$ cat config.mk
export PLATFORM = sky130hd
export DESIGN_NAME = uart_mp_rx
export DESIGN_NICKNAME = d
export VERILOG_FILES = /design/src/rtl/uart_mp_rx_pkg.sv /design/src/rtl/rxa_sync.sv /design/src/rtl/rxa_deframer.sv /design/src/rtl/rxa_addr_filter.sv /design/src/rtl/uart_mp_rx.sv
export SDC_FILE = /design/constraint.sdc
export NUM_CORES = 1
export LEC_CHECK = 0
export ABC_AREA = 1
export ABC_CLOCK_PERIOD_IN_PS = 2100
export BUFFER_PORTS_ARGS = -buffer_cell sky130_fd_sc_hd__buf_2
export CAP_MARGIN = 30
export CORE_AREA = 4 4 75 77
export DETAILED_ROUTE_END_ITERATION = 16
export DIE_AREA = 0 0 79 81
export GPL_TIMING_DRIVEN = 0
export PLACE_DENSITY = 0.74
export SLEW_MARGIN = 20
export SYNTH_ARGS = -nofsm -noshare
export SYNTH_HDL_FRONTEND = slang
export SYNTH_SLANG_ARGS = --single-unit
export TNS_END_PERCENT = 30
$ cat constraint.sdc
create_clock -name clk -period 2.1 [get_ports clk]
set_input_delay 0.105 -clock clk [delete_from_list [all_inputs] [get_ports clk]]
set_output_delay 0.105 -clock clk [all_outputs]
set_load 0.03 [all_outputs]
$ cat src/rtl/uart_mp_rx_pkg.sv
// Package: shared types and the address comparison used by the multi-drop
// receiver. Assumes the address and mask share one width.
package uart_mp_rx_pkg;

    typedef enum logic [1:0] {
        RX_IDLE  = 2'd0,
        RX_START = 2'd1,
        RX_DATA  = 2'd2,
        RX_STOP  = 2'd3
    } rx_state_t;

    localparam int ADDR_W = 8;

    // Node match: every bit whose mask bit is 1 must equal the address bit.
    function automatic logic node_match(input logic [ADDR_W-1:0] byte_in,
                                        input logic [ADDR_W-1:0] addr,
                                        input logic [ADDR_W-1:0] mask);
        return ((byte_in ^ addr) & mask) == '0;
    endfunction

    // Broadcast match: every 1 of (addr | mask) must be 1 in the byte.
    function automatic logic bcast_match(input logic [ADDR_W-1:0] byte_in,
                                         input logic [ADDR_W-1:0] addr,
                                         input logic [ADDR_W-1:0] mask);
        logic [ADDR_W-1:0] pat;
        pat = addr | mask;
        return (byte_in & pat) == pat;
    endfunction

endpackage

$ cat src/rtl/rxa_sync.sv
// Module: multi-flop synchronizer for the asynchronous serial line.
// Assumes STAGES >= 2; the flops reset to the line's idle level.
module rxa_sync #(
    parameter int   STAGES  = 2,
    parameter logic RST_VAL = 1'b1
) (
    input  logic clk,
    input  logic rst_n,
    input  logic d,
    output logic q
);
    logic [STAGES-1:0] chain;

    // Shift the raw line through the synchronizer chain.
    always_ff @(posedge clk) begin
        if (!rst_n) chain <= {STAGES{RST_VAL}};
        else        chain <= {chain[STAGES-2:0], d};
    end

    assign q = chain[STAGES-1];
endmodule

$ cat src/rtl/rxa_deframer.sv
// Module: oversampling deframer. It detects a start edge, confirms it at
// mid-bit and samples each following bit at its centre. It produces a
// one-cycle frame pulse with the byte, the ninth (or stop) bit and the stop
// bit value. Assumes OVS is even and at least 4, and that rx_s is
// already synchronized.
module rxa_deframer
    import uart_mp_rx_pkg::*;
#(
    parameter int DATA_W = 8,
    parameter int OVS    = 16
) (
    input  logic              clk,
    input  logic              rst_n,
    input  logic              tick,
    input  logic              rx_s,
    input  logic              nine_mode,
    output logic              frm_valid,
    output logic [DATA_W-1:0] frm_data,
    output logic              frm_bit9,
    output logic              frm_stop_ok
);
    localparam int CW  = $clog2(OVS);
    localparam int MID = OVS / 2 - 1;
    localparam int NB  = DATA_W + 1;
    localparam int IW  = $clog2(NB);

    rx_state_t       state;
    logic [CW-1:0]   cnt;
    logic [IW-1:0]   idx;
    logic [NB-1:0]   bits;
    logic            nine_l;
    logic            stop_l;
    logic            valid_q;
    logic [IW-1:0]   last_idx;

    // Index of the last bit before the stop bit, set by the latched mode.
    always_comb begin
        last_idx = nine_l ? IW'(NB - 1) : IW'(DATA_W - 1);
    end

    // Frame state machine: start check, bit sampling, stop sampling.
    always_ff @(posedge clk) begin
        if (!rst_n) begin
            state   <= RX_IDLE;
            cnt     <= '0;
            idx     <= '0;
            bits    <= '0;
            nine_l  <= 1'b0;
            stop_l  <= 1'b1;
            valid_q <= 1'b0;
        end else begin
            valid_q <= 1'b0;
            case (state)
                RX_IDLE: begin
                    if (tick && !rx_s) begin
                        state  <= RX_START;
                        cnt    <= '0;
                        nine_l <= nine_mode;
                    end
                end
                RX_START: begin
                    if (tick) begin
                        if (cnt == CW'(MID)) begin
                            cnt   <= '0;
                            idx   <= '0;
                            state <= rx_s ? RX_IDLE : RX_DATA;
                        end else begin
                            cnt <= cnt + 1'b1;
                        end
                    end
                end
                RX_DATA: begin
                    if (tick) begin
                        if (cnt == CW'(OVS - 1)) begin
                            cnt       <= '0;
                            bits[idx] <= rx_s;
                            idx       <= idx + 1'b1;
                            if (idx == last_idx) state <= RX_STOP;
                        end else begin
                            cnt <= cnt + 1'b1;
                        end
                    end
                end
                RX_STOP: begin
                    if (tick) begin
                        if (cnt == CW'(OVS - 1)) begin
                            cnt     <= '0;
                            stop_l  <= rx_s;
                            valid_q <= 1'b1;
                            state   <= RX_IDLE;
                        end else begin
                            cnt <= cnt + 1'b1;
                        end
                    end
                end
                default: state <= RX_IDLE;
            endcase
        end
    end

    assign frm_valid   = valid_q;
    assign frm_data    = bits[DATA_W-1:0];
    assign frm_bit9    = nine_l ? bits[NB-1] : stop_l;
    assign frm_stop_ok = stop_l;
endmodule

$ cat src/rtl/rxa_addr_filter.sv
// Module: multi-drop address filter. It decides whether a completed frame
// reaches the buffer, and it keeps the "node selected" state. Filtering is
// active only in nine-bit mode with mp_en high. Assumes DATA_W equals the
// package address width.
module rxa_addr_filter
    import uart_mp_rx_pkg::*;
#(
    parameter int DATA_W = 8
) (
    input  logic              clk,
    input  logic              rst_n,
    input  logic              frm_valid,
    input  logic [DATA_W-1:0] frm_data,
    input  logic              frm_bit9,
    input  logic              nine_mode,
    input  logic              mp_en,
    input  logic [DATA_W-1:0] slave_addr,
    input  logic [DATA_W-1:0] slave_mask,
    output logic              accept
);
    logic mp_on;
    logic hit;
    logic selected;

    // Combine the mode gate with the node and broadcast comparisons.
    always_comb begin
        mp_on  = nine_mode && mp_en;
        hit    = node_match(frm_data, slave_addr, slave_mask) ||
                 bcast_match(frm_data, slave_addr, slave_mask);
        accept = !mp_on || (frm_bit9 ? hit : selected);
    end

    // Track selection: set or dropped by address frames, cleared when off.
    always_ff @(posedge clk) begin
        if (!rst_n)                      selected <= 1'b0;
        else if (!mp_on)                 selected <= 1'b0;
        else if (frm_valid && frm_bit9)  selected <= hit;
    end
endmodule

$ cat src/rtl/uart_mp_rx.sv
// Module: top of the multi-drop serial receiver. It holds the receive
// buffer, the receive flag, the overrun counter, the sticky framing error
// flag and the shared control bit, which is the mode bit or the framing
// error flag depending on sh_sel. Assumes os_tick is synchronous to clk.
module uart_mp_rx
    import uart_mp_rx_pkg::*;
#(
    parameter int DATA_W      = 8,
    parameter int OVS         = 16,
    parameter int SYNC_STAGES = 2,
    parameter int OVR_W       = 4
) (
    input  logic              clk,
    input  logic              rst_n,
    input  logic              os_tick,
    input  logic              rxd,
    input  logic [DATA_W-1:0] slave_addr,
    input  logic [DATA_W-1:0] slave_mask,
    input  logic              mp_en,
    input  logic              flag_clr,
    input  logic              sh_wr,
    input  logic              sh_sel,
    input  logic              sh_wdata,
    output logic [DATA_W-1:0] rx_data,
    output logic              rx_bit9,
    output logic              rx_flag,
    output logic              fe_flag,
    output logic              sh_rdata,
    output logic [OVR_W-1:0]  overrun_cnt
);
    logic              rx_s;
    logic              mode9;
    logic              frm_valid;
    logic [DATA_W-1:0] frm_data;
    logic              frm_bit9;
    logic              frm_stop_ok;
    logic              accept;
    logic              flag_busy;

    rxa_sync #(.STAGES(SYNC_STAGES), .RST_VAL(1'b1)) u_sync (
        .clk   (clk),
        .rst_n (rst_n),
        .d     (rxd),
        .q     (rx_s)
    );

    rxa_deframer #(.DATA_W(DATA_W), .OVS(OVS)) u_defr (
        .clk         (clk),
        .rst_n       (rst_n),
        .tick        (os_tick),
        .rx_s        (rx_s),
        .nine_mode   (mode9),
        .frm_valid   (frm_valid),
        .frm_data    (frm_data),
        .frm_bit9    (frm_bit9),
        .frm_stop_ok (frm_stop_ok)
    );

    rxa_addr_filter #(.DATA_W(DATA_W)) u_filt (
        .clk        (clk),
        .rst_n      (rst_n),
        .frm_valid  (frm_valid),
        .frm_data   (frm_data),
        .frm_bit9   (frm_bit9),
        .nine_mode  (mode9),
        .mp_en      (mp_en),
        .slave_addr (slave_addr),
        .slave_mask (slave_mask),
        .accept     (accept)
    );

    // The buffer counts as busy unless software clears it in this cycle.
    always_comb begin
        flag_busy = rx_flag && !flag_clr;
    end

    // Receive buffer, flag and overrun counter.
    always_ff @(posedge clk) begin
        if (!rst_n) begin
            rx_data     <= '0;
            rx_bit9     <= 1'b0;
            rx_flag     <= 1'b0;
            overrun_cnt <= '0;
        end else if (frm_valid && accept) begin
            if (flag_busy) begin
                overrun_cnt <= overrun_cnt + 1'b1;
            end else begin
                rx_data <= frm_data;
                rx_bit9 <= frm_bit9;
                rx_flag <= 1'b1;
            end
        end else if (flag_clr) begin
            rx_flag <= 1'b0;
        end
    end

    // Sticky framing error: a bad stop bit wins over a software write.
    always_ff @(posedge clk) begin
        if (!rst_n)                       fe_flag <= 1'b0;
        else if (frm_valid && !frm_stop_ok) fe_flag <= 1'b1;
        else if (sh_wr && sh_sel)         fe_flag <= sh_wdata;
    end

    // Nine-bit mode bit, written through the shared position with sh_sel=0.
    always_ff @(posedge clk) begin
        if (!rst_n)                 mode9 <= 1'b0;
        else if (sh_wr && !sh_sel)  mode9 <= sh_wdata;
    end

    assign sh_rdata = sh_sel ? fe_flag : mode9;
endmodule

After elaboration in Yosys (flattened, before gate mapping)
Index checks and enable logic that the tools add are counted.
{ "totals": {"regBits": 41, "input_bits": 25, "output_inout_bits": 16, "wordCells": 109} }
{ "classes": {"n_addsub": 3, "magnitude_cmp": 2, "n_eq_ne": 17, "mux": 34, "bitwise": 5, "n_reduce_logical": 33} }
{ "op_table": {"columns": ["op", "n"], "rows": [
  ["$mux 4", 10],
  ["$mux 2", 9],
  ["$and 8x8->8", 2],
  ["$add 4x1->4 const B", 3],
  ["$ne 2x1->1 const B", 6],
  ["$pmux 4 s3", 1],
  ["$reduce_and 3->1", 4],
  ["$mux 1", 10],
  ["$reduce_and 2->1", 5],
  ["$bwmux 9", 1],
  ["$logic_and 1x1->1", 9],
  ["$eq 8x8->1", 1],
  ["$logic_not 8->1", 1],
  ["$ne 2x2->1 const B", 4],
  ["$or 8x8->8", 1],
  ["$pmux 2 s4", 1],
  ["$pmux 4 s2", 1],
  ["$reduce_and 8->1", 1],
  ["$xor 8x8->8", 1],
  ["$reduce_bool 2->1", 3],
  ["$logic_not 1->1", 5],
  ["$lt 4x5->1 const B", 1],
  ["$reduce_and 5->1", 1],
  ["$demux 1 s4", 1],
  ["other kinds (10)", 12]
]} }

Depth between registers and ports, before layout
{ "depth": {"ltp_word": 9, "depth_mapped": 12, "ltp_nobuf": 12} }

Cells and area by module
A second synthesis with hierarchy kept.
{ "unflattened": {"cells_unflattened": 352, "area_unflattened_um2": 2329.7} }
{ "modules_own_cells": {"columns": ["module", "n_inst", "cells_each", "area_per_inst_um2", "seq_area_each_um2"], "rows": [
  ["rxa_deframer", 1, 180, 1248.7, 440.4],
  ["uart_mp_rx", 1, 91, 689.4, 320.3],
  ["rxa_addr_filter", 1, 75, 336.6, 20.0],
  ["rxa_sync", 1, 6, 55.1, 40.0]
]} }

Least setup slack after synthesis
Ideal clock, no wire load.
{ "synth_path": {"kind": "reg2reg", "start": "reg u_defr.cnt[0]", "end": "reg u_defr.bits[0]", "setup_ns": 0.119, "arrival_ns": 1.381, "required_ns": 1.981, "slack_ns": 0.600, "stages_incl_launch_ff": 9, "path_buffers": 0, "period_less_slack_ns": 1.500, "cell_sequence": "dfxtp_1 ha_1 nand2_1 inv_1 nand2_1 nor3_4 nand3_1 o21ai_0 a21oi_1"} }
{ "synth_between": {"elab_chain_cells": 2} }
{ "synth_lines": {"columns": ["item", "line_no", "rtl"], "rows": [
  ["from (decl)", "rxa_deframer.sv:28", "logic [CW-1:0] cnt;"],
  ["from (signal assigned)", "rxa_deframer.sv:68", "cnt <= cnt + 1'b1;"],
  ["from (signal assigned)", "rxa_deframer.sv:80", "cnt <= cnt + 1'b1;"],
  ["from (signal assigned)", "rxa_deframer.sv:92", "cnt <= cnt + 1'b1;"],
  ["$eq 4x4->1", "rxa_deframer.sv:74", "if (cnt == CW'(OVS - 1)) begin"],
  ["$reduce_and 3->1 (no source line)", null, null],
  ["to (signal, indexed assignment)", "rxa_deframer.sv:76", "bits[idx] <= rx_s;"],
  ["to (decl)", "rxa_deframer.sv:30", "logic [NB-1:0] bits;"]
]} }
Every way passes these cells.
A chain may end at the register's enable or synchronous reset.

Worst setup path after layout
{ "layout_path": {"start": "reg u_defr.cnt[0]", "end": "reg u_defr.bits[7]"} }
Same word-level chain as after synthesis.

==> flow_metrics.tcl <==
set metrics [dict create \
    overflow 0 \
    ys_ff_latch 41 \
    synth_nets 336 \
    fin_crit_sh_pct 83.8 \
    route.detailed.drc 0 \
    finalClockSkew_ns 0.00847 \
    required_ns 2.29 \
    insertion_delay_ns 0.30 \
    routed_wl_um 4700 \
    cp_max_fo 10 \
    power_leakage_nw 1.11 \
    areaGrowthSynthToFinish_pct 20.5 \
    worstReg2RegStart "u_defr.cnt[0]" \
    antenna_found_initial 0 \
    hold_depth 3 \
    setup_viol 0 \
    syn-cell-area_um2 2100 \
    synth_commonest_cells "61 x nand2_1, 41 x dfxtp_1, 41 x inv_1, 34 x nand3_1, 33 x a21oi_1" \
    first_global_vias 1838 \
    timing.reg2reg.worst_path_depth 8 \
    fin_crit_ns 1.76 \
    drt_iter0_markers 85 \
    clock_sinks 41 \
    fin_setup_tns_ns 0 \
    hold_end "u_filt.selected" \
    vias 2059 \
    grt_max_degree 14 \
    cp-end-kind "flop" \
    peakVddDrop_uv 294 \
    ys_warn_count 0 \
    hold_buffers 1 \
    h-tree-depth 2 \
    placementRows 26 \
    cp.arrival_ns 1.95 \
    worstReg2RegEnd "u_defr.bits[7]" \
    gp_congestion 0.871 \
    first_pass_iters 4 \
    drive_gt1_share_pct 18.4 \
    n_fill_cell 526 \
    grt_pass1_wl_um 7890 \
    hold_class "primary input to flop" \
    rsz0062_at_grt "false" \
    dp_hpwl_um 3630 \
    synth_edf_count 0 \
    hold_viol 0 \
    layout.nets 384 \
    start_util_pct 42.0 \
    ys_types 27 \
    seq_area_um2 821 \
    synth_most_common_cell "nand2_1" \
    synth_area_leaders "dfxtp_1 39%, nand2_1 11%, nand3_1 8.1%, a21oi_1 7.8%, inv_1 7.3%" \
    slew_headroom_pct 65.7 \
    cts_buffers 5 \
    coreArea_um2 5010 \
    worst_setup_path_start_kind "flop" \
    io_pins 41 \
    r2r_slack_ns 0.34 \
    max_slew.worst_pin.slew_ns 0.514 \
    status "complete, no violations" \
    grt_usage_pct 15.5 \
    cts-root-buf "clkbuf_8" \
    synth-async-reset-ratio_pct 0 \
    synth_top_area_share_pct 39.0 \
    die-area_um2 6400 \
    wl_per_cell_um 11.1 \
    min-delay-start "mp_en" \
    cts_tree "done" \
    cts_buffer_depth 2 \
    ant_nets 0 \
    drv_slew 0 \
    die_h_um 81 \
    fmaxAchievable_mhz 568 \
    cts_setup_buffers 0 \
    cts-resized-gates 0 \
    powerDensity_nw_per_um2 652 \
    critical_path_class "flop to flop" \
    multiInputGateArea_um2 1080 \
    max-cap-violations 0 \
    die_w_um 79 \
    via_per_inst 4.86 \
    ys_seq_area_share_pct 39.0 \
    syn_area_per_cell_um2 6.90 \
    cts.clk_slew.worst_paths_ns 0.09 \
    synth_cells 305 \
    yosysTopAreaCell "dfxtp_1" \
    utilization_pct 50.6 \
    n_antenna_cell 0 \
    io_buffers 40 \
    synth_ff_type "dfxtp_1" \
]
-- layout by cell type (no fill, tap or decap), drive strengths merged --
cell and n:
nand2 64, inv 45, dfxtp 41, buf 41, nand3 34, a21oi 34
o21ai 28, nor2 25, clkbuf 9, ha 6, a211oi 5, nor3 4
or2 3, nand4 2, nor4 2, xor2 2, bufinv 2, clkinv 2
o21a 1, o211ai 1, a2111oi 1, xnor2 1, dlygate4sd3 1
-- routing by layer --
layer | GRT usage (%) | up-vias | wire, um
li1 | - | 1097 | -
met2 | 26.9 | 35 | 2220
met5 | 0 | - | 0
met4 | 4.12 | 0 | 50
met3 | 3.55 | 6 | 197
met1 | 19.3 | 921 | 2230
-- worst max path at each step --
| stage | startpoint | end | slack (ns) | cells past startpoint |
|---|---|---|---|---|
| 2_1_floorplan | u_defr.cnt[0] | u_defr.bits[0] | 0.60 | 8 |
| 3_3_place_gp | u_defr.cnt[0] | u_defr.bits[2] | 0.37 | 8 |
| 3_5_place_dp | u_defr.cnt[0] | u_defr.bits[2] | 0.37 | 8 |
| 4_1_cts | u_defr.cnt[0] | u_defr.bits[5] | 0.36 | 8 |
| 5_1_grt | u_defr.cnt[0] | u_defr.idx[3] | 0.11 | 8 |
| 6_report | u_defr.cnt[0] | u_defr.bits[7] | 0.34 | 8 |
-- power breakdown --
group / switching [mW] / internal, mW / leakage [nW] / total [mW]
sequential: 0.00596 / 0.782 / 0.331 / 0.788
combinational: 0.0644 / 0.0419 / 0.709 / 0.106
clock: 0.286 / 0.472 / 0.0681 / 0.758
total: 0.356 / 1.30 / 1.11 / 1.65
-- cell type report --
class	count	area share (%)
plain buffers	5	0.888
clock buffers	5	2.71
clock inverters	3	2.57
inverters	46	7.01
multi-input cells	213	42.7
flip-flops and latches	41	32.4
well taps	70	3.45
repair buffers	41	8.29
-- critical path: stages (launching register included) --
cell and delay [ns]:
dfxtp_1 0.38, ha_1 0.18, nand2_1 0.07, inv_1 0.09, nand2_1 0.14, nor3_4 0.39, nand3_1 0.17, o21ai_0 0.18
a21oi_1 0.05
-- sequential cells by signal, indices dropped and copies added (netlist names), named ones only --
signal and flops:
u_defr.bits 9, u_defr.state 1, u_filt.selected 1, u_defr.nine_l 1
u_defr.cnt 4, u_defr.frm_stop_ok 1, rx_data 8, u_defr.idx 4
fe_flag 1, u_defr.frm_valid 1, overrun_cnt 4, u_sync.chain 2
mode9 1, rx_bit9 1, rx_flag 1
-- logic make-up (layout without fill, tap and decap cells) --
logic type / after synthesis / in the layout / synth area share (%)
AOI/OAI and AO/OA: 70 / 70 / 18.1
xor gates and xnor gates: 3 / 3 / 1.25
adders and majority gates: 6 / 6 / 3.57
buffers and inverters: 51 / 100 / 9.51
DFF: 41 / 41 / 39.0
and+or+nand+nor: 134 / 134 / 28.6
-- metrics by stage --
stage,cells,instance area (um^2),hold WS (ns),total power [mW],setup WS [ns]
floorplan,305,2100,0.212,0.864,0.600
global placement,415,2390,0.290,0.910,0.371
detailed placement,415,2390,0.294,0.911,0.367
CTS,424,2540,0.0673,1.66,0.356
global route,424,2540,0.0697,1.72,0.113
finish,424,2540,0.0742,1.65,0.340
Note: power is estimated with default switching activity, not from simulation.
